==> src/rtl/tvl_pkg.sv <==
package tvl_pkg;

    localparam int OP_W = 3;

    typedef struct packed {
        logic v;
        logic d;
    } tv_t;

    typedef enum logic [OP_W-1:0] {
        OP_AND  = 3'd0,
        OP_OR   = 3'd1,
        OP_NOT  = 3'd2,
        OP_EQV  = 3'd3,
        OP_RECV = 3'd4,
        OP_SEND = 3'd5,
        OP_RSV6 = 3'd6,
        OP_RSV7 = 3'd7
    } op_e;

    localparam tv_t TV_N = '{v: 1'b0, d: 1'b0};

    typedef struct packed {
        tv_t y;
    } unit_state_t;

endpackage

==> src/rtl/tvl_canon.sv <==
module tvl_canon
    import tvl_pkg::*;
(
    input  logic raw_v_i,
    input  logic raw_d_i,
    output tv_t  val_o
);
    always_comb begin
        val_o.v = raw_v_i;
        val_o.d = raw_v_i & raw_d_i;
    end

    always_comb begin
        a_r11_canon_clean: assert (val_o.v || !val_o.d);
    end
endmodule

==> src/rtl/tvl_eval.sv <==
module tvl_eval
    import tvl_pkg::*;
(
    input  logic [OP_W-1:0] op_i,
    input  tv_t             a_i,
    input  tv_t             b_i,
    output tv_t             y_o
);
    tv_t and_r, or_r, not_r, eqv_r, recv_r, send_r;

    always_comb begin
        and_r.v  = a_i.v & b_i.v;
        and_r.d  = and_r.v & a_i.d & b_i.d;

        or_r.v   = a_i.v & b_i.v;
        or_r.d   = or_r.v & (a_i.d | b_i.d);

        not_r.v  = a_i.v;
        not_r.d  = not_r.v & ~a_i.d;

        eqv_r.v  = 1'b1;
        eqv_r.d  = (a_i.v == b_i.v) && (a_i.d == b_i.d);

        recv_r.v = (a_i.v & ~a_i.d) | (b_i.v & a_i.v & a_i.d);
        recv_r.d = recv_r.v & b_i.d & a_i.d;

        send_r.v = b_i.v & a_i.v & a_i.d;
        send_r.d = send_r.v & b_i.d;
    end

    always_comb begin
        unique case (op_e'(op_i))
            OP_AND:  y_o = and_r;
            OP_OR:   y_o = or_r;
            OP_NOT:  y_o = not_r;
            OP_EQV:  y_o = eqv_r;
            OP_RECV: y_o = recv_r;
            OP_SEND: y_o = send_r;
            default: y_o = TV_N;
        endcase
    end

    always_comb begin
        a_r10_eval_canonical: assert (y_o.v || !y_o.d);
    end
endmodule

==> src/rtl/tvl_op_unit.sv <==
module tvl_op_unit
    import tvl_pkg::*;
(
    input  logic            clk,
    input  logic            rst_n,
    input  logic [OP_W-1:0] op_i,
    input  logic            a_v_i,
    input  logic            a_d_i,
    input  logic            b_v_i,
    input  logic            b_d_i,
    output logic            y_v_o,
    output logic            y_d_o
);
    tv_t         a_c, b_c, y_c;
    unit_state_t st_d, st_q;

    tvl_canon u_canon_a (.raw_v_i(a_v_i), .raw_d_i(a_d_i), .val_o(a_c));
    tvl_canon u_canon_b (.raw_v_i(b_v_i), .raw_d_i(b_d_i), .val_o(b_c));

    tvl_eval u_eval (
        .op_i (op_i),
        .a_i  (a_c),
        .b_i  (b_c),
        .y_o  (y_c)
    );

    always_comb begin
        st_d   = st_q;
        st_d.y = y_c;
    end

    always_ff @(posedge clk) begin
        if (!rst_n) begin
            st_q.y <= TV_N;
        end else begin
            st_q <= st_d;
        end
    end

    assign y_v_o = st_q.y.v;
    assign y_d_o = st_q.y.d;

    a_r10_canonical: assert property (@(posedge clk) disable iff (!rst_n)
        !y_v_o |-> !y_d_o);

    a_r6_eqv_never_n: assert property (@(posedge clk) disable iff (!rst_n)
        (op_i == OP_EQV) |=> y_v_o);

    a_r9_unused_n: assert property (@(posedge clk) disable iff (!rst_n)
        (op_i == OP_RSV6 || op_i == OP_RSV7) |=> !y_v_o);

    a_r8_send_blocked: assert property (@(posedge clk) disable iff (!rst_n)
        (op_i == OP_SEND && !(a_v_i && a_d_i)) |=> !y_v_o);

    a_r7_recv_zero: assert property (@(posedge clk) disable iff (!rst_n)
        (op_i == OP_RECV && a_v_i && !a_d_i) |=> (y_v_o && !y_d_o));

    a_r5_not_invert: assert property (@(posedge clk) disable iff (!rst_n)
        (op_i == OP_NOT && a_v_i) |=> (y_v_o && (y_d_o == !$past(a_d_i))));

    a_r3_and_needs_both: assert property (@(posedge clk) disable iff (!rst_n)
        (op_i == OP_AND && !(a_v_i && b_v_i)) |=> !y_v_o);
endmodule

==> config.mk <==
export PLATFORM = sky130hd
export DESIGN_NAME = tvl_op_unit
export DESIGN_NICKNAME = d
export VERILOG_FILES = /design/src/rtl/tvl_pkg.sv /design/src/rtl/tvl_canon.sv /design/src/rtl/tvl_eval.sv /design/src/rtl/tvl_op_unit.sv
export SDC_FILE = /design/constraint.sdc
export NUM_CORES = 1
export LEC_CHECK = 0
export BUFFER_PORTS_ARGS = -buffer_cell sky130_fd_sc_hd__buf_4
export CAP_MARGIN = 20
export CORE_AREA = 4 4 41 43
export CTS_CLUSTER_SIZE = 12
export DETAILED_ROUTE_END_ITERATION = 12
export DIE_AREA = 0 0 45 47
export GPL_TIMING_DRIVEN = 1
export PLACE_DENSITY = 0.34
export SETUP_SLACK_MARGIN = 0.05
export SYNTH_ARGS = -nofsm -noshare
export SYNTH_HDL_FRONTEND = slang
export SYNTH_SLANG_ARGS = --single-unit
==> constraint.sdc <==
create_clock -name clk -period 1.8 [get_ports clk]
set_input_delay 0.18 -clock clk [delete_from_list [all_inputs] [get_ports clk]]
set_output_delay 0.18 -clock clk [all_outputs]
set_load 0.05 [all_outputs]
==> run summary <==
Status: finished, final reports clean
Total track usage: 0.05280
Int Power: 0.1445 mW
Critical-path top delay cell: or4_1
Worst path required time: 1.95 ns
Area of the multi-input gates: 140.1 sq um
HP Class: in2reg
ANT nets after route: 0
Hold path depth: 2
Share of cells above drive strength 1: 0.4167
Power share of the combinational group: 0.248
Power per cell area: 641.5 nW/um^2
Hold Buf Count CTS: 0
WL/cell: 9.804 um
Commonest non-fill, non-tap cell in the layout: buf_4
Vias per cell: 4.176
Max_slew headroom: 0.8931
Fin worst setup slack: 0.7805 ns
Synth warn: 0
Setup Fix Bufs, Post-CTS: 0
Largest net degree at the start of global routing: 7
Switching Share: 0.2502
GP Congestion: 0.7474
Max-cap viol count: 0
Wirelength, routed: 500 um
Nets: 49
Worst-Margin Slew: 0.1587 ns
Total number of vias: 213
Synth Instances: 23
Clk root buf: clkbuf_4
Setup crit start kind: input port
Starting density of the core: 0.1413
PortBufs: 10
Remaining Overflow, GRT: 0
Max stage delay on crit path: 0.46 ns
Worst slack at placement: 0.5485 ns
Worst Path Arrival: 1.16 ns
Setup TNS: 0 ns
Die X: 45 um
Vias in the first global route: 214
Yosys cell types: 14
Worst vdd ir: 101.5 uV
Antenna violations before repair: 0
Crit share post-route: 0.5664
WHS: 0.1877 ns
H-tree depth: 1
Boundary pin count: 11
Die area: 2115 sq um
CTS resizes: 0
Pre-antenna DRT Iters: 1
First-pass GRT wire length: 765 um
Clock Sinks: 2
Worst Hold Path EP: y_v_o$_SDFF_PN0_
Register bit total from synthesis: 2
Tmin final: 1.020 ns
Leakage: 0.1330 nW
Fill cells: 162
Register Area: 40.04 sq um
Syn nets: 34
Clock power frac: 0.508
Area Overhead vs Synth: 63.27%
# DRC: 0
Fmax: 980.9 MHz
Crit path max fanout: 5
CTS buffer count: 3
RSZ-0062 raised after global routing: false
Hold path startpoint: rst_n
Initial DRC Count: 0
Chip height: 47 um
Most frequent cells in the layout: 10 x buf_4, 4 x nand2_1, 3 x clkbuf_4
Final-report max-slew violation count: 0
Crit-path cells: buf_4 > ha_1 > nand2b_1 > or4_1 > a31oi_1
Avg Cell Area, Syn: 7.997 sq um
Inserted Diodes: 0
Critical path endpoint category: flop
Sequential group share of total power: 0.244
Final hold violation count: 0
CTS tree: done
# rows: 13
Core Box Area: 1301 sq um
CP Class: in2reg
Final setup vio count: 0
Register area share after synthesis: 0.2177
Worst-path clk slew: 0.03 ns
Net Sw Power: 0.04820 mW
Clock buffer depth: 2
Mapped Area: 183.9 sq um
[synth_stat cells (all sizes together)]
library cell | count | area (sq um)
nand2 | 4 | 15.01
a21oi | 2 | 10.01
dfxtp | 2 | 40.04
ha | 2 | 25.02
nor3b | 2 | 15.01
o21ai | 2 | 10.01
or4 | 2 | 15.01
a31oi | 1 | 6.260
inv | 1 | 3.750
nand2b | 1 | 6.260
nor2b | 1 | 13.76
o21a | 1 | 7.510
or2b | 1 | 7.510
or3b | 1 | 8.760
[stage by stage]
stage,std cells,power (mW),area (sq um),util
detailed placement,48,0.09585,277.8,0.2135
floorplan,23,0.07107,183.9,-
global placement,48,0.09480,277.8,0.2135
finish,51,0.1926,300.3,0.2308
CTS,51,0.2013,300.3,0.2308
global route,51,0.2052,300.3,0.2308
[worst max-delay path by stage]
stage / startpoint / to / slack [ns] / cells after the start
floorplan: a_v_i / y_d_o$_SDFF_PN0_ / 0.73 / 4
global placement: a_v_i / y_d_o$_SDFF_PN0_ / 0.56 / 5
detailed placement: a_v_i / y_d_o$_SDFF_PN0_ / 0.55 / 5
CTS: a_v_i / y_d_o$_SDFF_PN0_ / 0.78 / 5
global route: a_v_i / y_d_o$_SDFF_PN0_ / 0.68 / 5
finish: a_v_i / y_d_o$_SDFF_PN0_ / 0.78 / 5
[per-layer routing]
metal  GRT usage  vias to the layer above  routed length (um)
met5           0                        -                   0
met4     0.05263                        0                   0
met3     0.01149                        0                  38
met2     0.09605                        8                 257
met1     0.04740                       93                 204
li1            -                      112                   -
[power groups by stage]
stage | combinational, mW | clock (mW) | sequential, mW
final | 0.0477 | 0.0978 | 0.0471
after global placement | 0.0471 | 0 | 0.0477
after floorplan | 0.0163 | 0 | 0.0547
after CTS | 0.0484 | 0.106 | 0.0471
after detailed placement | 0.0482 | 0 | 0.0477
after global routing | 0.0524 | 0.106 | 0.0472
[layout make-up]
class | count | area share
multi-input combinational | 20 | 0.4667
inverter | 1 | 0.01250
tap | 15 | 0.06250
sequential | 2 | 0.1333
timing repair buffer | 10 | 0.2500
clock buffer | 3 | 0.07500
[registers in the layout, summed over array words and instances, names as in the netlist]
name   cells
y_d_o      1
y_v_o      1
[worst max-delay path: cells and delay by family]
family	cells	cell delay [ns]
fa+ha+maj	1	0.17
compound gates	1	0.17
buf+inv	1	0.10
simple gates	2	0.54
[logic make-up (layout without fill, tap and decap cells)]
group                      after synthesis  count (layout)  synth area share
buffers and inverters                    1              14           0.02039
adders and majority gates                2               2            0.1360
AOI/OAI and AO/OA                        6               6            0.1837
and+or+nand+nor                         12              12            0.4421
DFF                                      2               2            0.2177
Note: power is estimated with default switching activity, not from simulation.
